### config.mk
export PLATFORM = sky130hd
export DESIGN_NAME = ref_arbiter
export DESIGN_NICKNAME = d
export VERILOG_FILES = /design/src/rtl/ref_arbiter_pkg.sv /design/src/rtl/ref_monitor.sv /design/src/rtl/ref_picker.sv /design/src/rtl/ref_arbiter.sv
export SDC_FILE = /design/constraint.sdc
export NUM_CORES = 2
export LEC_CHECK = 0
export ABC_AREA = 1
export BUFFER_PORTS_ARGS = -buffer_cell sky130_fd_sc_hd__buf_4
export CORE_UTILIZATION = 49
export CTS_CLUSTER_SIZE = 30
export DETAILED_ROUTE_END_ITERATION = 8
export GPL_TIMING_DRIVEN = 0
export PLACE_DENSITY = 0.66
export SLEW_MARGIN = 15
export SYNTH_ARGS = -nofsm -noshare
export SYNTH_HDL_FRONTEND = slang
export SYNTH_HIERARCHICAL = 1
export SYNTH_SLANG_ARGS = --single-unit
### constraint.sdc
create_clock -name clk -period 4.4 [get_ports clk]
set_clock_uncertainty 0.2 [all_clocks]
set_input_delay 0.22 -clock clk [delete_from_list [all_inputs] [get_ports clk]]
set_output_delay 0.22 -clock clk [all_outputs]
set_load 0.05 [all_outputs]
### src/rtl/ref_arbiter_pkg.sv
package ref_arbiter_pkg;
    typedef enum logic [0:0] {
        ST_HOLD  = 1'b0,
        ST_TRACK = 1'b1
    } sel_state_t;
endpackage

### src/rtl/ref_monitor.sv
// Per-reference qualifier: loss-of-edge check, period window check, validation timer.
module ref_monitor #(
    parameter int PER_W        = 20,
    parameter int TOL_W        = 7,
    parameter int MS_W         = 16,
    parameter int TICKS_PER_MS = 125000,
    parameter int PPM_SHIFT    = 20
) (
    input  logic             clk,
    input  logic             rst_n,
    input  logic             edge_i,
    input  logic [PER_W-1:0] nom_i,
    input  logic [TOL_W-1:0] tol_i,
    input  logic [MS_W-1:0]  vms_i,
    input  logic             force_i,
    output logic             fault_o,
    output logic             valid_o
);
    localparam int CW   = PER_W + 1;
    localparam int PW   = PER_W + TOL_W;
    localparam int TK_W = (TICKS_PER_MS > 1) ? $clog2(TICKS_PER_MS) : 1;

    logic [CW-1:0]   gap_q, nom_x, loss_lim, dev;
    logic [PW-1:0]   prod, allow;
    logic            in_win, seen_q, flt_q, valid_q;
    logic [TK_W-1:0] tick_q;
    logic [MS_W-1:0] ms_q, ms_goal;

    assign nom_x    = {1'b0, nom_i};
    assign loss_lim = nom_x + (nom_x >> 3) + (nom_x >> 5);
    assign prod     = PW'(nom_i) * PW'(tol_i);
    assign allow    = prod >> PPM_SHIFT;
    assign dev      = (gap_q >= nom_x) ? (gap_q - nom_x) : (nom_x - gap_q);
    assign in_win   = (PW'(dev) <= allow);
    assign ms_goal  = (vms_i == '0) ? MS_W'(1) : vms_i;

    // Edge spacing and fault flag
    always_ff @(posedge clk or negedge rst_n) begin
        if (!rst_n) begin
            gap_q  <= '0;
            seen_q <= 1'b0;
            flt_q  <= 1'b1;
        end else if (edge_i) begin
            flt_q  <= !(seen_q && in_win);
            seen_q <= 1'b1;
            gap_q  <= CW'(1);
        end else begin
            if (gap_q != '1)
                gap_q <= gap_q + CW'(1);
            if (seen_q && (gap_q > loss_lim))
                flt_q <= 1'b1;
        end
    end

    // Validation timer in millisecond steps
    always_ff @(posedge clk or negedge rst_n) begin
        if (!rst_n) begin
            tick_q  <= '0;
            ms_q    <= '0;
            valid_q <= 1'b0;
        end else if (flt_q) begin
            tick_q  <= '0;
            ms_q    <= '0;
            valid_q <= 1'b0;
        end else if (!valid_q) begin
            if (tick_q == TK_W'(TICKS_PER_MS - 1)) begin
                tick_q <= '0;
                if (({1'b0, ms_q} + (MS_W+1)'(1)) == {1'b0, ms_goal})
                    valid_q <= 1'b1;
                else
                    ms_q <= ms_q + MS_W'(1);
            end else begin
                tick_q <= tick_q + TK_W'(1);
            end
        end
    end

    assign fault_o = flt_q;
    assign valid_o = valid_q | force_i;
endmodule

### src/rtl/ref_picker.sv
// Selection state machine: priority choice, revertive switching, manual mode, holdover.
module ref_picker
    import ref_arbiter_pkg::*;
#(
    parameter int NREF   = 4,
    parameter int PRIO_W = 3
) (
    input  logic                            clk,
    input  logic                            rst_n,
    input  logic [NREF-1:0]                 valid_i,
    input  logic [NREF-1:0][PRIO_W-1:0]     prio_i,
    input  logic                            auto_i,
    input  logic [$clog2(NREF)-1:0]         man_sel_i,
    input  logic                            revert_i,
    output logic [$clog2(NREF)-1:0]         idx_o,
    output logic                            hold_o,
    output logic                            strobe_o
);
    localparam int IDX_W = $clog2(NREF);

    sel_state_t        state_q, state_d;
    logic [IDX_W-1:0]  idx_q, idx_d, best_idx;
    logic [PRIO_W-1:0] best_prio;
    logic              best_ok;

    // Best valid reference: smallest priority value, lowest index on a tie
    always_comb begin
        best_ok   = 1'b0;
        best_idx  = '0;
        best_prio = '1;
        for (int i = 0; i < NREF; i++) begin
            if (valid_i[i] && (!best_ok || (prio_i[i] < best_prio))) begin
                best_ok   = 1'b1;
                best_idx  = IDX_W'(i);
                best_prio = prio_i[i];
            end
        end
    end

    always_comb begin
        state_d = state_q;
        idx_d   = idx_q;
        if (auto_i) begin
            unique case (state_q)
                ST_HOLD: begin
                    if (best_ok) begin
                        state_d = ST_TRACK;
                        idx_d   = best_idx;
                    end
                end
                ST_TRACK: begin
                    if (!valid_i[idx_q]) begin
                        if (best_ok) idx_d   = best_idx;
                        else         state_d = ST_HOLD;
                    end else if (revert_i && best_ok && (best_prio < prio_i[idx_q])) begin
                        idx_d = best_idx;
                    end
                end
                default: state_d = ST_HOLD;
            endcase
        end else if (valid_i[man_sel_i]) begin
            state_d = ST_TRACK;
            idx_d   = man_sel_i;
        end else begin
            state_d = ST_HOLD;
        end
    end

    // State register
    always_ff @(posedge clk or negedge rst_n) begin
        if (!rst_n) state_q <= ST_HOLD;
        else        state_q <= state_d;
    end

    // Outputs
    always_ff @(posedge clk or negedge rst_n) begin
        if (!rst_n) begin
            idx_q    <= '0;
            hold_o   <= 1'b1;
            strobe_o <= 1'b0;
        end else begin
            idx_q    <= idx_d;
            hold_o   <= (state_d == ST_HOLD);
            strobe_o <= (state_d != state_q) || (idx_d != idx_q);
        end
    end

    assign idx_o = idx_q;
endmodule

### src/rtl/ref_arbiter.sv
module ref_arbiter #(
    parameter int NREF         = 4,
    parameter int PER_W        = 20,
    parameter int TOL_W        = 7,
    parameter int MS_W         = 16,
    parameter int PRIO_W       = 3,
    parameter int TICKS_PER_MS = 125000,
    parameter int PPM_SHIFT    = 20
) (
    input  logic                          clk,
    input  logic                          rst_n,
    input  logic [NREF-1:0]               ref_edge,
    input  logic [NREF-1:0][PER_W-1:0]    nom_period,
    input  logic [NREF-1:0][TOL_W-1:0]    tol_ppm,
    input  logic [NREF-1:0][MS_W-1:0]     val_ms,
    input  logic [NREF-1:0][PRIO_W-1:0]   ref_prio,
    input  logic [NREF-1:0]               force_valid,
    input  logic                          auto_mode,
    input  logic [$clog2(NREF)-1:0]       manual_sel,
    input  logic                          revert_en,
    output logic [NREF-1:0]               ref_fault,
    output logic [NREF-1:0]               ref_valid,
    output logic [$clog2(NREF)-1:0]       active_idx,
    output logic                          holdover,
    output logic                          switch_stb
);
    for (genvar i = 0; i < NREF; i++) begin : g_mon
        ref_monitor #(
            .PER_W(PER_W), .TOL_W(TOL_W), .MS_W(MS_W),
            .TICKS_PER_MS(TICKS_PER_MS), .PPM_SHIFT(PPM_SHIFT)
        ) u_mon (
            .clk     (clk),
            .rst_n   (rst_n),
            .edge_i  (ref_edge[i]),
            .nom_i   (nom_period[i]),
            .tol_i   (tol_ppm[i]),
            .vms_i   (val_ms[i]),
            .force_i (force_valid[i]),
            .fault_o (ref_fault[i]),
            .valid_o (ref_valid[i])
        );
    end

    ref_picker #(.NREF(NREF), .PRIO_W(PRIO_W)) u_pick (
        .clk       (clk),
        .rst_n     (rst_n),
        .valid_i   (ref_valid),
        .prio_i    (ref_prio),
        .auto_i    (auto_mode),
        .man_sel_i (manual_sel),
        .revert_i  (revert_en),
        .idx_o     (active_idx),
        .hold_o    (holdover),
        .strobe_o  (switch_stb)
    );
endmodule

==> qor.yml <==
outcome:
  status: "finished, violations left"
  violations: "negative setup slack"
place:
  gp_congestion: 0.985
  hpwl_mm: 126
  io_buffers: 179
  pre_cts_ws_ns: -1.96
  dp_cells: 9301
timing:
  slew_viol_final: 0
  period_share_pct: 118
  rsz0062_at_grt: "yes"
  tightest_slew_ns: 0.775
  max_freq_mhz: 193
  whs_ns: 0.0415
  period_minus_slack_ns: 5.18
  setup_ws_ns: -0.778
  slew_headroom_pct: 48.0
  hold_violations: 0
  setup_viol: 7
setup_path:
  cp_slowest_cell: "fa_1"
  endpoint_kind: "flop"
  worstPathArrival_ns: 5.46
  cp_max_fo: 12
  start_kind: "primary input"
  critical_path_class: "in -> reg"
  critical_path.max_stage_delay_ns: 0.51
  cp.required_ns: 4.68
  crit_top_cell: "nor2_1"
floorplan:
  die_x_um: 322
  initial_core_util_pct: 49.4
  ioPinCount: 210
  row_count: 117
  die_y_um: 322
  core_area_mm2: 0.102
  die-area_mm2: 0.104
clocking:
  cts_tree: "built"
  h-tree-depth: 2
  cts_root_buffer: "clkbuf_16"
  clkSinkCount: 233
  cts_made_buffers: 35
  clock_path_buffers: 3
  clk_pin_slew_ns: 0.06
  insertion_delay_ns: 0.57
synth:
  ys_warn_count: 6
  synthCells: 7752
  synth_flop_cell: "dfrtp_1"
  async_flop_share_pct: 100
  ys_types: 67
  syn-num-nets: 8914
  syn_area_per_cell_um2: 6.48
  synth_area_mm2: 0.0502
  ys_ff_latch: 233
  synth-edff-count: 0
  ys_seq_area_share_pct: 11.6
finish:
  synthToLayoutAreaGrowth_pct: 14.3
  fill_cells: 9916
  multi_input_area_mm2: 0.0391
  fin_cells: 9366
  nets: 9128
  drive_above_1_share_pct: 9.86
  register_area_mm2: 0.00584
power:
  p_total_w: 0.0180
  power_density_mw_per_mm2: 313
  clock_power_share_pct: 16.1
  p_leak_nw: 31.6
  switching_share_pct: 49.1
  p_int_w: 0.00913
  p_comb_share_pct: 71.7
  p_sw_w: 0.00882
  seqPwrFrac_pct: 12.3
  ir_worst_vdd_mv: 0.245
global_route:
  grt_usage_pct: 29.5
  antenna_found_initial: 14
  overflow: 0
  grt_pass1_wl_mm: 248
  grt_max_degree: 99
  grt_pass1_vias: 48100
drt:
  avgViaCountPerCell: 5.31
  drc: 0
  antenna_left: 0
  routedWlPerCell_um: 16.5
  routed_wl_mm: 154
  drtIter0Drc: 3693
  num_vias: 49700
  first_pass_iters: 8
run:
  cap_violations: 0
worst_hold_path:
  min_path_type: "in -> reg"
## per-layer routing
metal	vias to the layer above	share of wire [%]	track usage, %
li1	24600	-	-
met4	20	2.5	7.58
met1	23600	44	39.4
met2	1351	48	50.2
met3	247	5.9	3.66
met5	-	0.084	0
## area by class of cell
class	instances	area share (%)
buffer	125	1.92
multi-input combinational	5691	68.1
inverter	1631	10.7
tap	1368	2.98
sequential	233	10.2
timing repair buffer	249	4.10
clock inverter	19	0.351
clock buffer	45	1.70
antenna	5	0.0218
## through the flow
step	area (µm²)	setup TNS, ns	util [%]
2_1_floorplan	51100	-2.78	-
3_3_place_gp	54200	-8.05	53.3
3_5_place_dp	54300	-8.43	53.3
4_1_cts	56600	-2.99	55.6
5_1_grt	57400	-5.44	56.4
6_report	57400	-3.79	56.4
## worst paths after layout
check | startpoint | end | slack, ns | depth (start not counted)
min reg2reg | g_mon[2].u_mon/ms_q[15] | g_mon[2].u_mon/ms_q[15] | 0.27 | 2
max reg2reg | g_mon[0].u_mon/valid_q | u_pick/strobe_o | -0.51 | 40
max | nom_period[69] | g_mon[3].u_mon/fault_o | -0.78 | 31
min in group asynchronous | rst_n | u_pick/hold_o | 0.05 | 2
min | val_ms[28] | g_mon[1].u_mon/valid_q | 0.04 | 6
max in group asynchronous | rst_n | g_mon[3].u_mon/gap_q[6] | 2.98 | 4
## cells in the final DEF, fill, tap and decap left out, types with 24 or more instances in the layout
cell type,count
nand2_4,26
a31oi_1,30
ha_1,476
buf_2,28
nor3_1,146
fa_1,410
nand4_1,110
nor4_1,48
o21bai_1,37
a21oi_1,396
ha_4,62
nand3_1,397
dfrtp_1,227
o21ai_0,209
inv_2,60
xor2_1,131
a21oi_2,34
nor2_1,486
buf_4,173
nand2_2,66
clkbuf_1,37
a21o_1,24
nand2_1,2210
buf_6,53
inv_1,1563
clkbuf_16,46
xnor2_1,67
nor2_2,29
## cell families (layout without fill, tap and decap cells)
group,count (synthesis),in the layout,share of synthesized area [%]
xor gates and xnor gates,214,214,3.90
AOI/OAI and AO/OA,872,872,9.70
and+or+nand+nor,3638,3638,30.5
muxes,3,3,0.0598
adders and majority gates,964,964,30.4
buffers and inverters,1828,2069,13.9
DFF,233,233,11.6
other,0,5,0
## power groups by stage
stage / registers (W) / logic (W) / clock network, W
2_1_floorplan: 0.00226 / 0.00846 / 0
3_3_place_gp: 0.00224 / 0.0110 / 0
3_5_place_dp: 0.00224 / 0.0112 / 0
4_1_cts: 0.00220 / 0.0121 / 0.00297
5_1_grt: 0.00220 / 0.0145 / 0.00304
6_report: 0.00220 / 0.0129 / 0.00289
## synth_stat cells (24+ instances only)
cell type / n / share of area, %
inv_1: 1609 / 12
a21o_1: 24 / 0.36
buf_2: 28 / 0.28
o21bai_1: 37 / 0.55
xor2_1: 138 / 2.4
o21ai_0: 230 / 2.3
nand2_1: 2270 / 17
a31oi_1: 31 / 0.39
nor2_1: 503 / 3.8
nor3_1: 154 / 1.5
nor4_1: 55 / 0.69
ha_1: 540 / 13
nand3_1: 407 / 4.1
clkbuf_1: 150 / 1.1
dfrtp_1: 228 / 11
xnor2_1: 70 / 1.2
nand4_1: 110 / 1.4
a21oi_1: 431 / 4.3
fa_1: 424 / 17
## sequential cells by signal (all words and copies together), names as in the netlist
name                 cells
u_pick/strobe_o          1
g_mon.u_mon/ms_q        64
g_mon.u_mon/fault_o      4
u_pick/hold_o            1
g_mon.u_mon/seen_q       4
u_pick/state_q           1
g_mon.u_mon/valid_q      4
g_mon.u_mon/tick_q      68
u_pick/idx_o             2
g_mon.u_mon/gap_q       84
## worst max-delay path, delay by kind of cell
family | cells | cell delay [ns]
AOI/OAI and AO/OA | 5 | 0.53
adders and majority gates | 6 | 2.57
buffers and inverters | 4 | 0.33
and+or+nand+nor | 15 | 1.63
xor gates and xnor gates | 1 | 0.16
## timing repair
item                       in CTS  in global routing
gates cloned                    2                  2
hold buffers                   16                  0
pin swaps                     163                162
setup endpoints to repair       7                  7
hold endpoints to repair      163                  0
buffers inserted               37                 11
resized for setup             242                176
Power figures use the tool's default switching activity.
